[config.mk]
export PLATFORM = sky130hd
export DESIGN_NAME = ssar_ctrl
export DESIGN_NICKNAME = d
export VERILOG_FILES = /design/src/rtl/ssar_pkg.sv /design/src/rtl/ssar_front.sv /design/src/rtl/ssar_addr.sv /design/src/rtl/ssar_sar.sv /design/src/rtl/ssar_dout.sv /design/src/rtl/ssar_ctrl.sv
export SDC_FILE = /design/constraint.sdc
export NUM_CORES = 1
export LEC_CHECK = 0
export CORE_ASPECT_RATIO = 0.7
export CORE_UTILIZATION = 49
export CTS_CLUSTER_SIZE = 8
export DETAILED_ROUTE_END_ITERATION = 10
export GPL_TIMING_DRIVEN = 0
export PLACE_DENSITY = 0.85
export SLEW_MARGIN = 25
export SYNTH_ARGS = -nofsm -noshare
export SYNTH_HDL_FRONTEND = slang
export SYNTH_SLANG_ARGS = --single-unit
[constraint.sdc]
create_clock -name clk -period 2 [get_ports clk]
set_input_delay 0.4 -clock clk [delete_from_list [all_inputs] [get_ports clk]]
set_output_delay 0.4 -clock clk [all_outputs]
set_load 0.005 [all_outputs]
[src/rtl/ssar_pkg.sv]
package ssar_pkg;
  localparam int CFG_W = 4;
  typedef logic [CFG_W-1:0] cfg_t;
endpackage

[src/rtl/ssar_front.sv]
module ssar_front #(
  parameter int STAGES = 2
) (
  input  logic clk,
  input  logic rst,
  input  logic sel_n,
  input  logic sclk,
  input  logic sdi,
  output logic rise,
  output logic fall,
  output logic sdi_s,
  output logic clr
);
  localparam int W = 3;
  localparam logic [W-1:0] IDLE_VAL = 3'b100;

  logic [STAGES-1:0][W-1:0] stg;
  logic sclk_d;
  logic sel_s;
  logic sclk_s;

  always_ff @(posedge clk) begin
    if (rst) begin
      for (int i = 0; i < STAGES; i++) stg[i] <= IDLE_VAL;
      sclk_d <= 1'b0;
    end else begin
      stg[0] <= {sel_n, sclk, sdi};
      for (int i = 1; i < STAGES; i++) stg[i] <= stg[i-1];
      sclk_d <= stg[STAGES-1][1];
    end
  end

  assign sel_s  = stg[STAGES-1][2];
  assign sclk_s = stg[STAGES-1][1];
  assign sdi_s  = stg[STAGES-1][0];
  assign rise   = sclk_s & ~sclk_d & ~sel_s;
  assign fall   = ~sclk_s & sclk_d & ~sel_s;
  assign clr    = rst | sel_s;
endmodule

[src/rtl/ssar_addr.sv]
module ssar_addr
  import ssar_pkg::*;
#(
  parameter int NUM_CH = 8
) (
  input  logic clk,
  input  logic rst,
  input  logic clr,
  input  logic rise,
  input  logic sdi,
  output logic start,
  output cfg_t cfg
);
  localparam int ABITS = (NUM_CH == 8) ? 4 : 3;

  logic [ABITS:0] sr;
  logic [ABITS:0] nxt;
  logic           taken;
  cfg_t           word;

  assign nxt   = {sr[ABITS-1:0], sdi};
  assign start = rise & ~taken & nxt[ABITS];

  generate
    if (NUM_CH == 8) begin : g_oct
      assign word = nxt[3:0];
    end else begin : g_quad
      assign word = {nxt[2:0], 1'b1};
    end
  endgenerate

  always_ff @(posedge clk) begin
    if (clr) begin
      sr    <= '0;
      taken <= 1'b0;
      cfg   <= '0;
    end else if (rise && !taken) begin
      sr <= nxt;
      if (nxt[ABITS]) begin
        taken <= 1'b1;
        cfg   <= word;
      end
    end
  end

  // configuration is frozen once the start bit has been taken
  assert_cfg_frozen_R3: assert property (@(posedge clk) disable iff (rst)
    (taken && !clr) |=> $stable(cfg));
endmodule

[src/rtl/ssar_sar.sv]
module ssar_sar #(
  parameter int RES_BITS = 8
) (
  input  logic                clk,
  input  logic                rst,
  input  logic                clr,
  input  logic                rise,
  input  logic                start,
  input  logic                cmp_hi,
  output logic                busy,
  output logic [RES_BITS-1:0] code,
  output logic                dbit,
  output logic                done,
  output logic [RES_BITS-1:0] final_code
);
  localparam int PW = (RES_BITS > 1) ? $clog2(RES_BITS) : 1;
  localparam logic [RES_BITS-1:0] SEED = {1'b1, {(RES_BITS-1){1'b0}}};
  localparam logic [PW-1:0] TOP = PW'(RES_BITS - 1);

  logic [PW-1:0] ptr;

  assign done       = rise & busy & (ptr == '0);
  assign final_code = {code[RES_BITS-1:1], cmp_hi};

  always_ff @(posedge clk) begin
    if (clr) begin
      busy <= 1'b0;
      code <= '0;
      ptr  <= '0;
      dbit <= 1'b0;
    end else if (start) begin
      busy <= 1'b1;
      code <= SEED;
      ptr  <= TOP;
      dbit <= 1'b0;
    end else if (rise && busy) begin
      code[ptr] <= cmp_hi;
      dbit      <= cmp_hi;
      if (ptr == '0) begin
        busy <= 1'b0;
      end else begin
        code[ptr - 1'b1] <= 1'b1;
        ptr              <= ptr - 1'b1;
      end
    end
  end

  // the first trial code is the mid-scale seed
  assert_seed_R5: assert property (@(posedge clk) disable iff (rst)
    $rose(busy) |-> code == SEED);
  // busy ends only on the last decision
  assert_busy_end_R7: assert property (@(posedge clk) disable iff (rst)
    (busy && rise && ptr == '0 && !clr) |=> !busy);
  assert_busy_keep_R7: assert property (@(posedge clk) disable iff (rst)
    (busy && !(rise && ptr == '0) && !clr) |=> busy);
endmodule

[src/rtl/ssar_dout.sv]
module ssar_dout #(
  parameter int RES_BITS = 8
) (
  input  logic                clk,
  input  logic                rst,
  input  logic                clr,
  input  logic                fall,
  input  logic                busy,
  input  logic                dbit,
  input  logic                done,
  input  logic [RES_BITS-1:0] final_code,
  input  logic                tail_hold,
  output logic                sdo,
  output logic                sdo_oe
);
  logic                pend_last;
  logic                tail_mode;
  logic [RES_BITS-1:0] tail_q;

  always_ff @(posedge clk) begin
    if (clr) begin
      sdo       <= 1'b0;
      sdo_oe    <= 1'b0;
      pend_last <= 1'b0;
      tail_mode <= 1'b0;
      tail_q    <= '0;
    end else begin
      if (done) begin
        tail_q    <= final_code >> 1;
        pend_last <= 1'b1;
      end
      if (fall) begin
        if (busy) begin
          sdo_oe <= 1'b1;
          sdo    <= dbit;
        end else if (pend_last) begin
          sdo       <= dbit;
          pend_last <= 1'b0;
          tail_mode <= 1'b1;
        end else if (tail_mode && !tail_hold) begin
          sdo    <= tail_q[0];
          tail_q <= tail_q >> 1;
        end
      end
    end
  end

  // the data line and its enable move only after a falling serial edge
  assert_sdo_on_fall_R6: assert property (@(posedge clk) disable iff (rst)
    (!fall && !clr) |=> ($stable(sdo) && $stable(sdo_oe)));
  // the first driven bit is the low settling slot
  assert_settle_low_R4: assert property (@(posedge clk) disable iff (rst)
    $rose(sdo_oe) |-> !sdo);
  // a held tail keeps the line still
  assert_tail_hold_R8: assert property (@(posedge clk) disable iff (rst)
    (tail_mode && tail_hold && !clr) |=> $stable(sdo));
endmodule

[src/rtl/ssar_ctrl.sv]
module ssar_ctrl
  import ssar_pkg::*;
#(
  parameter int RES_BITS    = 8,
  parameter int NUM_CH      = 8,
  parameter int SYNC_STAGES = 2
) (
  input  logic                clk,
  input  logic                rst,
  input  logic                sel_n,
  input  logic                sclk,
  input  logic                sdi,
  input  logic                cmp_hi,
  input  logic                tail_hold,
  output logic                busy,
  output logic                sdo,
  output logic                sdo_oe,
  output logic [CFG_W-1:0]    mux_cfg,
  output logic [RES_BITS-1:0] dac_code
);
  logic rise, fall, sdi_s, clr;
  logic start, dbit, done;
  logic [RES_BITS-1:0] final_code;

  ssar_front #(.STAGES(SYNC_STAGES)) u_front (
    .clk(clk), .rst(rst), .sel_n(sel_n), .sclk(sclk), .sdi(sdi),
    .rise(rise), .fall(fall), .sdi_s(sdi_s), .clr(clr)
  );

  ssar_addr #(.NUM_CH(NUM_CH)) u_addr (
    .clk(clk), .rst(rst), .clr(clr), .rise(rise), .sdi(sdi_s),
    .start(start), .cfg(mux_cfg)
  );

  ssar_sar #(.RES_BITS(RES_BITS)) u_sar (
    .clk(clk), .rst(rst), .clr(clr), .rise(rise), .start(start),
    .cmp_hi(cmp_hi), .busy(busy), .code(dac_code), .dbit(dbit),
    .done(done), .final_code(final_code)
  );

  ssar_dout #(.RES_BITS(RES_BITS)) u_dout (
    .clk(clk), .rst(rst), .clr(clr), .fall(fall), .busy(busy),
    .dbit(dbit), .done(done), .final_code(final_code),
    .tail_hold(tail_hold), .sdo(sdo), .sdo_oe(sdo_oe)
  );

  // a deselect or reset leaves every output cleared
  assert_clear_R1: assert property (@(posedge clk) disable iff (rst)
    clr |=> (!busy && !sdo && !sdo_oe && mux_cfg == '0 && dac_code == '0));
endmodule

### Yosys cells after proc, flatten, opt, wreduce, memory -nomap -nowiden

Index checks and enable logic that the tools add are counted.

| operators by class | value |
|---|---|
| eq/ne operators | 1 |
| reduce and logical (&&, ||, !) cells | 18 |
| bitwise logic cells | 15 |
| add/sub/neg operators | 1 |
| magnitude comparators | 4 |
| muxes and demuxes | 26 |

Operator list:

| cell | count |
|---|---|
| two-way mux 8 bit | 8 |
| two-way mux 1 bit | 12 |
| AND reduction 2 bit | 5 |
| two-way mux 3 bit | 3 |
| bitwise AND 1 bit | 8 |
| bitwise mux 8 bit | 1 |
| less-than comparator 3 x 4 -> 1 bit (second input constant) | 2 |
| bitwise OR 8 bit | 1 |
| demux 1 bit (select 3 bit) | 2 |
| >= comparator 3 x 1 -> 1 bit (second input constant) | 2 |
| logical AND 1 bit | 5 |
| inverter 1 bit | 5 |
| nonzero test 2 bit | 2 |
| zero test 3 bit | 1 |
| AND reduction 3 bit | 1 |
| nonzero test 3 bit | 1 |
| subtractor 3 x 1 -> 3 bit (second input constant) | 1 |
| zero test 1 bit | 2 |
| inequality test 2 bit (second input constant) | 1 |
| OR reduction 2 bit | 1 |
| bitwise OR 1 bit | 1 |

| storage, ports and cells | value |
|---|---|
| bits of input ports | 7 |
| register bits after elaboration | 41 |
| logic and storage cells | 81 |

### Depth between registers and ports, before layout

Gate-level depths: netlist of the first run.

| depth | value |
|---|---|
| depth after elaboration | 10 |
| depth in mapped cells | 8 |

### Cells and area by module

Synthesis of the first run repeated with hierarchy kept, for this count alone.

| unflattened totals | value |
|---|---|
| cells, all modules | 210 |
| area total of the unflattened synthesis | 1970.6 um^2 |

By module, submodules not included:

| module | seq. area each (um^2) | cells each | area each (um^2) | times used |
|---|---|---|---|---|
| ssar_sar | 260.2 | 101 | 850.8 | 1 |
| ssar_dout | 240.2 | 56 | 575.6 | 1 |
| ssar_addr | 180.2 | 36 | 339.1 | 1 |
| ssar_front | 140.1 | 17 | 205.2 | 1 |

### Worst setup path after synthesis of the first run

OpenSTA, ideal clock, no wires.

| path | value |
|---|---|
| kind | flip-flop to flip-flop |
| from | register u_sar.ptr[0] |
| to | register u_sar.code[4] |
| buffers on the path | 1 |
| data required time | 1.882 ns |
| arrival time | 1.739 ns |
| path slack | 0.143 ns |
| cell stages (with the launch flop) | 8 |
| library setup time | 0.118 ns |
| cells stage by stage | dfxtp_1 > clkbuf_1 > inv_1 > ha_1 > nor3b_1 > o21a_1 > o21a_1 > o2111a_1 |

| between the ends | value |
|---|---|
| cells in the longest elaborated chain, start to end | 7 |
| elaborated cells on any way between the ends | 15 |
| classes of those cells | 1 x add/sub; 4 x order compare; 6 x mux; 1 x bitwise; 3 x reduce/logical |

Ends and longest elaborated chain:

| element | RTL line | RTL |
|---|---|---|
| from (decl) | ssar_sar.sv:20 | `logic [PW-1:0] ptr;` |
| from (signal assigned) | ssar_sar.sv:43 | `ptr <= ptr - 1'b1;` |
| subtractor 3 x 1 -> 3 bit (tied with other cells) | ssar_sar.sv:42 | `code[ptr - 1'b1] <= 1'b1;` |
| less-than comparator 3 x 4 -> 1 bit (implied by the code) (tied with other cells) | ssar_sar.sv:42 |  |
| logical AND 1 bit (implied by the code) / two-way mux 1 bit (equally long branches) | ssar_sar.sv:42, ssar_sar.sv:37 |  |
| two-way mux 1 bit (implied by the code) / demux 1 bit (select 3 bit) (equally long branches) | -- |  |
| demux 1 bit (select 3 bit) / bitwise mux 8 bit (equally long branches) | -- |  |
| bitwise OR 8 bit (no line) | -- |  |
| two-way mux 8 bit (*) | ssar_sar.sv:39 | `if (ptr == '0) begin` |
| to (signal, indexed assignment) | ssar_sar.sv:37 | `code[ptr] <= cmp_hi;` |
| to (decl) | ssar_sar.sv:11 | `output logic [RES_BITS-1:0] code,` |

Every way passes the cells marked *; elsewhere a longest branch is shown, timed or not.
A chain may end at the register's enable or synchronous reset.

### Worst setup path in the final report of the first run

| path | value |
|---|---|
| from | register u_sar.ptr[0] |
| to | register u_sar.code[1] |

Same word-level chain as after synthesis.

==> results.toml, run 1 <==
[critical_path]
path_class = "reg -> reg"
path_cells = "inv_1 > ha_1 > nor3_1 > o21ai_0 > nor3b_1 > nor4_1"
critPathBufInv = 1
endpoint_kind = "flip-flop"
reg2reg_slack_ns = 0.13
critical_path.top_delay_family = "simple AND/OR/NAND/NOR gates"
slowest_delay_ns = 0.46
required_ns = 2.20
cp-start-kind = "flip-flop"
worstPathArrival_ns = 2.07
slowest_stage = "dfxtp_2"
crit_fanout = 11

[placement]
gp_congestion = 0.9226
placed_cell_area_um2 = 2029
dp_slack_ns = -0.2062
portBuffers = 21
place_hpwl_um = 2773
dp_cells = 275

[pwr]
report.power.total_mw = 1.498
power.leakage_nw = 0.6567
peakVddDrop_uv = 410.6
p_per_area_nw_per_um2 = 701.9

[synthesis]
synth_area_um2 = 1760
synth_nets = 216
yosys_warnings = 0
synth.distinct_cells = 38
ys_ff_latch = 41
ys_top_cells_by_area = "dfxtp_1, nand2_1, nor2_1, a21oi_1, mux2i_1"
syn_inst = 207
yosysSeqAreaShare_pct = 46.62
yosysTopAreaCell = "dfxtp_1"
postSynthAreaPerCell_um2 = 8.505
synth_top_area_share_pct = 46.62

[global_route]
grt-ovfl-total = 0
first_global_vias = 1419
grt_antenna_before_repair = 0
grt_max_degree = 13
grt_usage_pct = 22.92
grt_pass1_wl_um = 6561

[routing]
drtPass1Iterations = 4
drt_iter0_drc = 72
wl_per_cell_um = 13.92
drc = 0
ant_nets = 0
drt_wl_total_um = 3898
vias_per_cell = 5.532
num_vias = 1549

[timing]
whs_ns = 0.4177
rsz0062_at_grt = "false"
finalSetupViolCount = 0
worst_pin_slew_ns = 0.5274
max_freq_ghz = 0.5361
finalMaxSlewViolations = 0
min_period_ns = 1.865
hold_viol_final = 0
fin_crit_sh_pct = 93.27
slew_headroom_pct = 64.84
tns_ns = 0
layout_setup_ws_ns = 0.1346
finClkSkew_ns = 0.006503

[clock_tree]
worst_skew_pair.late_latency_ns = 0.29
cts.sinks = 41
htreeDepth = 2
cts_tree = "done"
cts_max_path_buffers = 2
clk_pin_slew_worst_paths_ns = 0.07
clockRootBuffer = "clkbuf_8"
cts_buffers = 5

[finish]
utilization_pct = 65.16
nNetsFinal = 242
fin_cells = 280
multi_input_area_um2 = 884.6
layout_commonest_cell = "dfxtp_1"
register_area_um2 = 822.0
fill_cells = 282
final_cell_mix = "dfxtp_1, nand2_1, nor2_1, clkdlybuf4s50_1, a21oi_1"
drive_above_1_share_pct = 9.013
area_delta_synth_final_pct = 21.25
antennaDiodeCount = 0
finalInstanceArea_um2 = 2135

[outcome]
status = "finished, final reports clean"

[floorplan]
ios = 22
initial_core_util_pct = 53.74
core_area_um2 = 3276
die_area_um2 = 3840
dieHeight_um = 52.15
die_w_um = 73.64
row_count = 17

[hold_path]
min_path_type = "reg -> reg"

[run]
maxCapViolations = 0
worst reg2reg max path, cell delays in order, from the launching register on:
cell and delay (ns):
dfxtp_2 0.46, inv_1 0.18, ha_1 0.30, nor3_1 0.28, o21ai_0 0.18, nor3b_1 0.17
nor4_1 0.21
power breakdown:
| group | internal [mW] | total, mW | switching (mW) |
|---|---|---|---|
| combinational | 0.0181 | 0.0323 | 0.0142 |
| sequential | 0.822 | 0.826 | 0.00447 |
| clock | 0.363 | 0.640 | 0.277 |
cells by family (layout without fill, tap and decap cells):
logic type / count (synthesis) / in the layout / synth area share [%]
fa+ha+maj: 2 / 2 / 1.421
flops: 41 / 41 / 46.62
buf+inv: 14 / 40 / 3.554
simple gates: 91 / 91 / 26.01
mux: 8 / 8 / 4.549
compound gates: 50 / 50 / 17.34
xor+xnor: 1 / 1 / 0.4976
path summary, 6_finish.rpt:
kind / start / to / depth (start not counted)
worst max-delay path: u_sar.ptr[0] / u_sar.code[1] / 6
worst min-delay path: u_front.stg[2] / u_front.sel_s / 1
worst max register to register: u_sar.ptr[0] / u_sar.code[1] / 6
worst min register to register: u_front.stg[2] / u_front.sel_s / 1
flip-flops by register name, summed over array words and instances (netlist names):
| signal | count |
|---|---|
| u_dout.sdo_oe | 1 |
| u_front.sclk_s | 1 |
| u_addr.sr | 4 |
| u_addr.taken | 1 |
| u_sar.ptr | 3 |
| u_front.sclk_d | 1 |
| u_front.stg | 3 |
| u_dout.tail_mode | 1 |
| u_dout.sdo | 1 |
| u_sar.dbit | 1 |
| u_addr.cfg | 4 |
| u_dout.pend_last | 1 |
| u_dout.tail_q | 8 |
| u_sar.code | 8 |
| u_front.sel_s | 1 |
| u_sar.busy | 1 |
| u_front.sdi_s | 1 |
cell type report:
type                       count  share of cell area, %
clock buffer                   5                  3.224
tap                           47                  2.755
multi-input combinational    152                  41.44
inverter                       3                 0.5275
sequential                    41                  38.51
timing repair buffer          21                  9.848
buffer                         9                  2.052
clock inverter                 2                  1.641
timing repair:
| item | in CTS | in global routing |
|---|---|---|
| endpoints found under the setup margin | 17 | 7 |
| pin swaps | 0 | 0 |
| setup buffers | 0 | 0 |
| hold buffers | 0 | 0 |
| gates resized for setup | 3 | 0 |
metal layers:
metal	track usage, %	up-vias	routed length (um)
met5	0	-	0
met2	33.33	45	1663
met1	33.01	712	1937
li1	-	784	-
met3	5.233	8	247
met4	8.013	0	50
cells in the mapped netlist:
cell       number
a21oi_1        17
nand2_1        27
buf_6           1
nand2b_1        1
nand3_1         6
mux2i_1         8
or3b_2          1
nor3b_1         2
dfxtp_1        41
o211ai_1        1
nor4bb_1        1
inv_1           3
and2_1          2
nor4_1          5
ha_1            2
a221oi_1        1
or2_2           4
o21a_1          4
a31oi_1         9
xnor2_1         1
nor3_1          4
clkbuf_1        8
nand4bb_1       1
nor4b_1         1
or3_1           1
nor2_1         23
o22ai_1         1
or3_4           1
o31ai_1         1
nand4_1         1
o21ai_2         2
buf_2           2
o2111a_1        2
o21ai_0        11
nor2b_1         8
a311oi_1        1
or4b_1          1
or4_1           1
Note: power is estimated with default switching activity, not from simulation.
==> inputs of run 2 (changes only) <==
- HOLD_SLACK_MARGIN: unset -> 0.08
==> results of run 2 <==
The final DEF is identical to that of run 1; final timing and power are the same.
==> inputs of run 3 (changes only) <==
- CORE_UTILIZATION: 49 -> 55
- DONT_BUFFER_PORTS: unset -> 1
- PLACE_DENSITY: 0.85 -> 0.83
==> run 3 against run 2 <==
Effect of this change:
- combinational power shrank 46%
- setup slack improved by 0.050 ns
- register-to-register slack better by 0.05 ns
- routed wire length is 5.4% lower
- total power down 0.91%
- critical path type unchanged
- critical endpoint is now u_dout.tail_q[6]
==> results.toml, run 3 (synthesized netlist as in run 1, its figures left out) <==
[global_route]
grt_max_degree = 13
grt_antenna_before_repair = 0
grt_pass1_wl_um = 6134
grt_usage_pct = 23.17
first_global_vias = 1324
grt-ovfl-total = 0

[pwr]
peakVddDrop_uv = 552.9
power.leakage_nw = 0.5824
p_per_area_nw_per_um2 = 777.1

[finish]
final_cell_mix = "dfxtp_1, nand2_1, nor2_1, a21oi_1, o21ai_0"
utilization_pct = 65.37
top_regs = "u_dout.tail_q x8, u_sar.code x8"
antennaDiodeCount = 0
drive_above_1_share_pct = 9.906
layout_commonest_cell = "dfxtp_1"
nNetsFinal = 221
finalInstanceArea_um2 = 1911
area_delta_synth_final_pct = 8.529

[floorplan]
row_count = 16
die_area_um2 = 3435
initial_core_util_pct = 60.23
ios = 22
die_w_um = 69.62
dieHeight_um = 49.34
core_area_um2 = 2923

[placement]
dp_slack_ns = -0.1402
gp_congestion = 0.9045
placed_cell_area_um2 = 1805
place_hpwl_um = 2526
portBuffers = 0

[timing]
tns_ns = 0
finClkSkew_ns = 0.002273
worst_pin_slew_ns = 0.5308
finalMaxSlewViolations = 0
finalSetupViolCount = 0
rsz0062_at_grt = "false"
fin_crit_sh_pct = 90.79
max_freq_ghz = 0.5507
hold_viol_final = 0
min_period_ns = 1.816
slew_headroom_pct = 64.61
layout_setup_ws_ns = 0.1842

[routing]
ant_nets = 0
vias_per_cell = 5.915
drtPass1Iterations = 4
drt_wl_total_um = 3688
drc = 0
num_vias = 1467
drt_iter0_drc = 120
wl_per_cell_um = 14.87

[critical_path]
endpoint_kind = "flip-flop"
worstPathArrival_ns = 2.00
required_ns = 2.18
path_class = "reg -> reg"
cp-start-kind = "flip-flop"
crit_fanout = 10

[clock_tree]
cts_buffers = 5
postCtsSetupBuffers = 0
cts_max_path_buffers = 2
worst_skew_pair.late_latency_ns = 0.29
cts_tree = "done"
htreeDepth = 2
cts.sinks = 41
ctsHoldBuffers = 0
clk_pin_slew_worst_paths_ns = 0.08
clockRootBuffer = "clkbuf_8"

[run]
maxCapViolations = 0

[hold_path]
min_path_type = "in -> reg"

[outcome]
status = "finished, final reports clean"
[run 3: changes by cell type in the layout (fill, tap and decap cells not counted), sizes merged]
cell,before,now
clkdlybuf4s50,21,0
[run 3: through the flow]
| stage | hold WS [ns] | power (mW) | std cells |
|---|---|---|---|
| 2_1_floorplan | 0.3895 | 0.8580 | 207 |
| 3_3_place_gp | 0.3910 | 0.8618 | 243 |
| 3_5_place_dp | 0.4050 | 0.8626 | 243 |
| 4_1_cts | 0.1650 | 1.489 | 249 |
| 5_1_grt | 0.1562 | 1.533 | 248 |
| 6_report | 0.1664 | 1.485 | 248 |
[run 3: critical path: stages (launching register included)]
cell and delay (ns):
dfxtp_1 0.41, or4b_1 0.58, or3_4 0.42, buf_6 0.16, o21ai_2 0.10, a31oi_1 0.05
[run 3: power by group]
group | internal (mW) | total [mW] | switching, mW | leakage, nW
Combinational | 0.00813 | 0.0175 | 0.00937 | 0.196
Sequential | 0.822 | 0.826 | 0.00446 | 0.332
Clock | 0.363 | 0.641 | 0.278 | 0.0540
[run 3: area by class of cell]
| cell class | count | area, um2 |
|---|---|---|
| inverter | 3 | 11.26 |
| sequential | 41 | 822.0 |
| clock buffer | 5 | 68.82 |
| tap | 36 | 45.04 |
| multi-input combinational | 152 | 884.6 |
| fill | 232 | 1012 |
| clock inverter | 2 | 35.03 |
| buffer | 9 | 43.79 |
[run 3: worst paths after layout]
check	slack, ns	depth (start not counted)	from	to
worst max-delay path	0.18	5	u_sar.busy	u_dout.tail_q[6]
worst min-delay path	0.17	1	rst	u_front.stg[1]
worst max register to register	0.18	5	u_sar.busy	u_dout.tail_q[6]
worst min register to register	0.42	1	u_front.stg[2]	u_front.sel_s
[run 3: metal layers]
metal | share of wire (%) | track usage (%) | wire, um | up-vias
met1 | 50 | 33.42 | 1840 | 661
met4 | 1.7 | 12.00 | 63 | 0
li1 | - | - | - | 741
met3 | 7.8 | 5.785 | 289 | 8
met5 | 0 | 0 | 0 | -
met2 | 41 | 31.72 | 1494 | 57
[run 3: timing repair]
item / CTS / global route
pin swaps: 0 / 0
resized for setup: 2 / 1
gates cloned: 0 / 0
endpoints found under the setup margin: 13 / 14
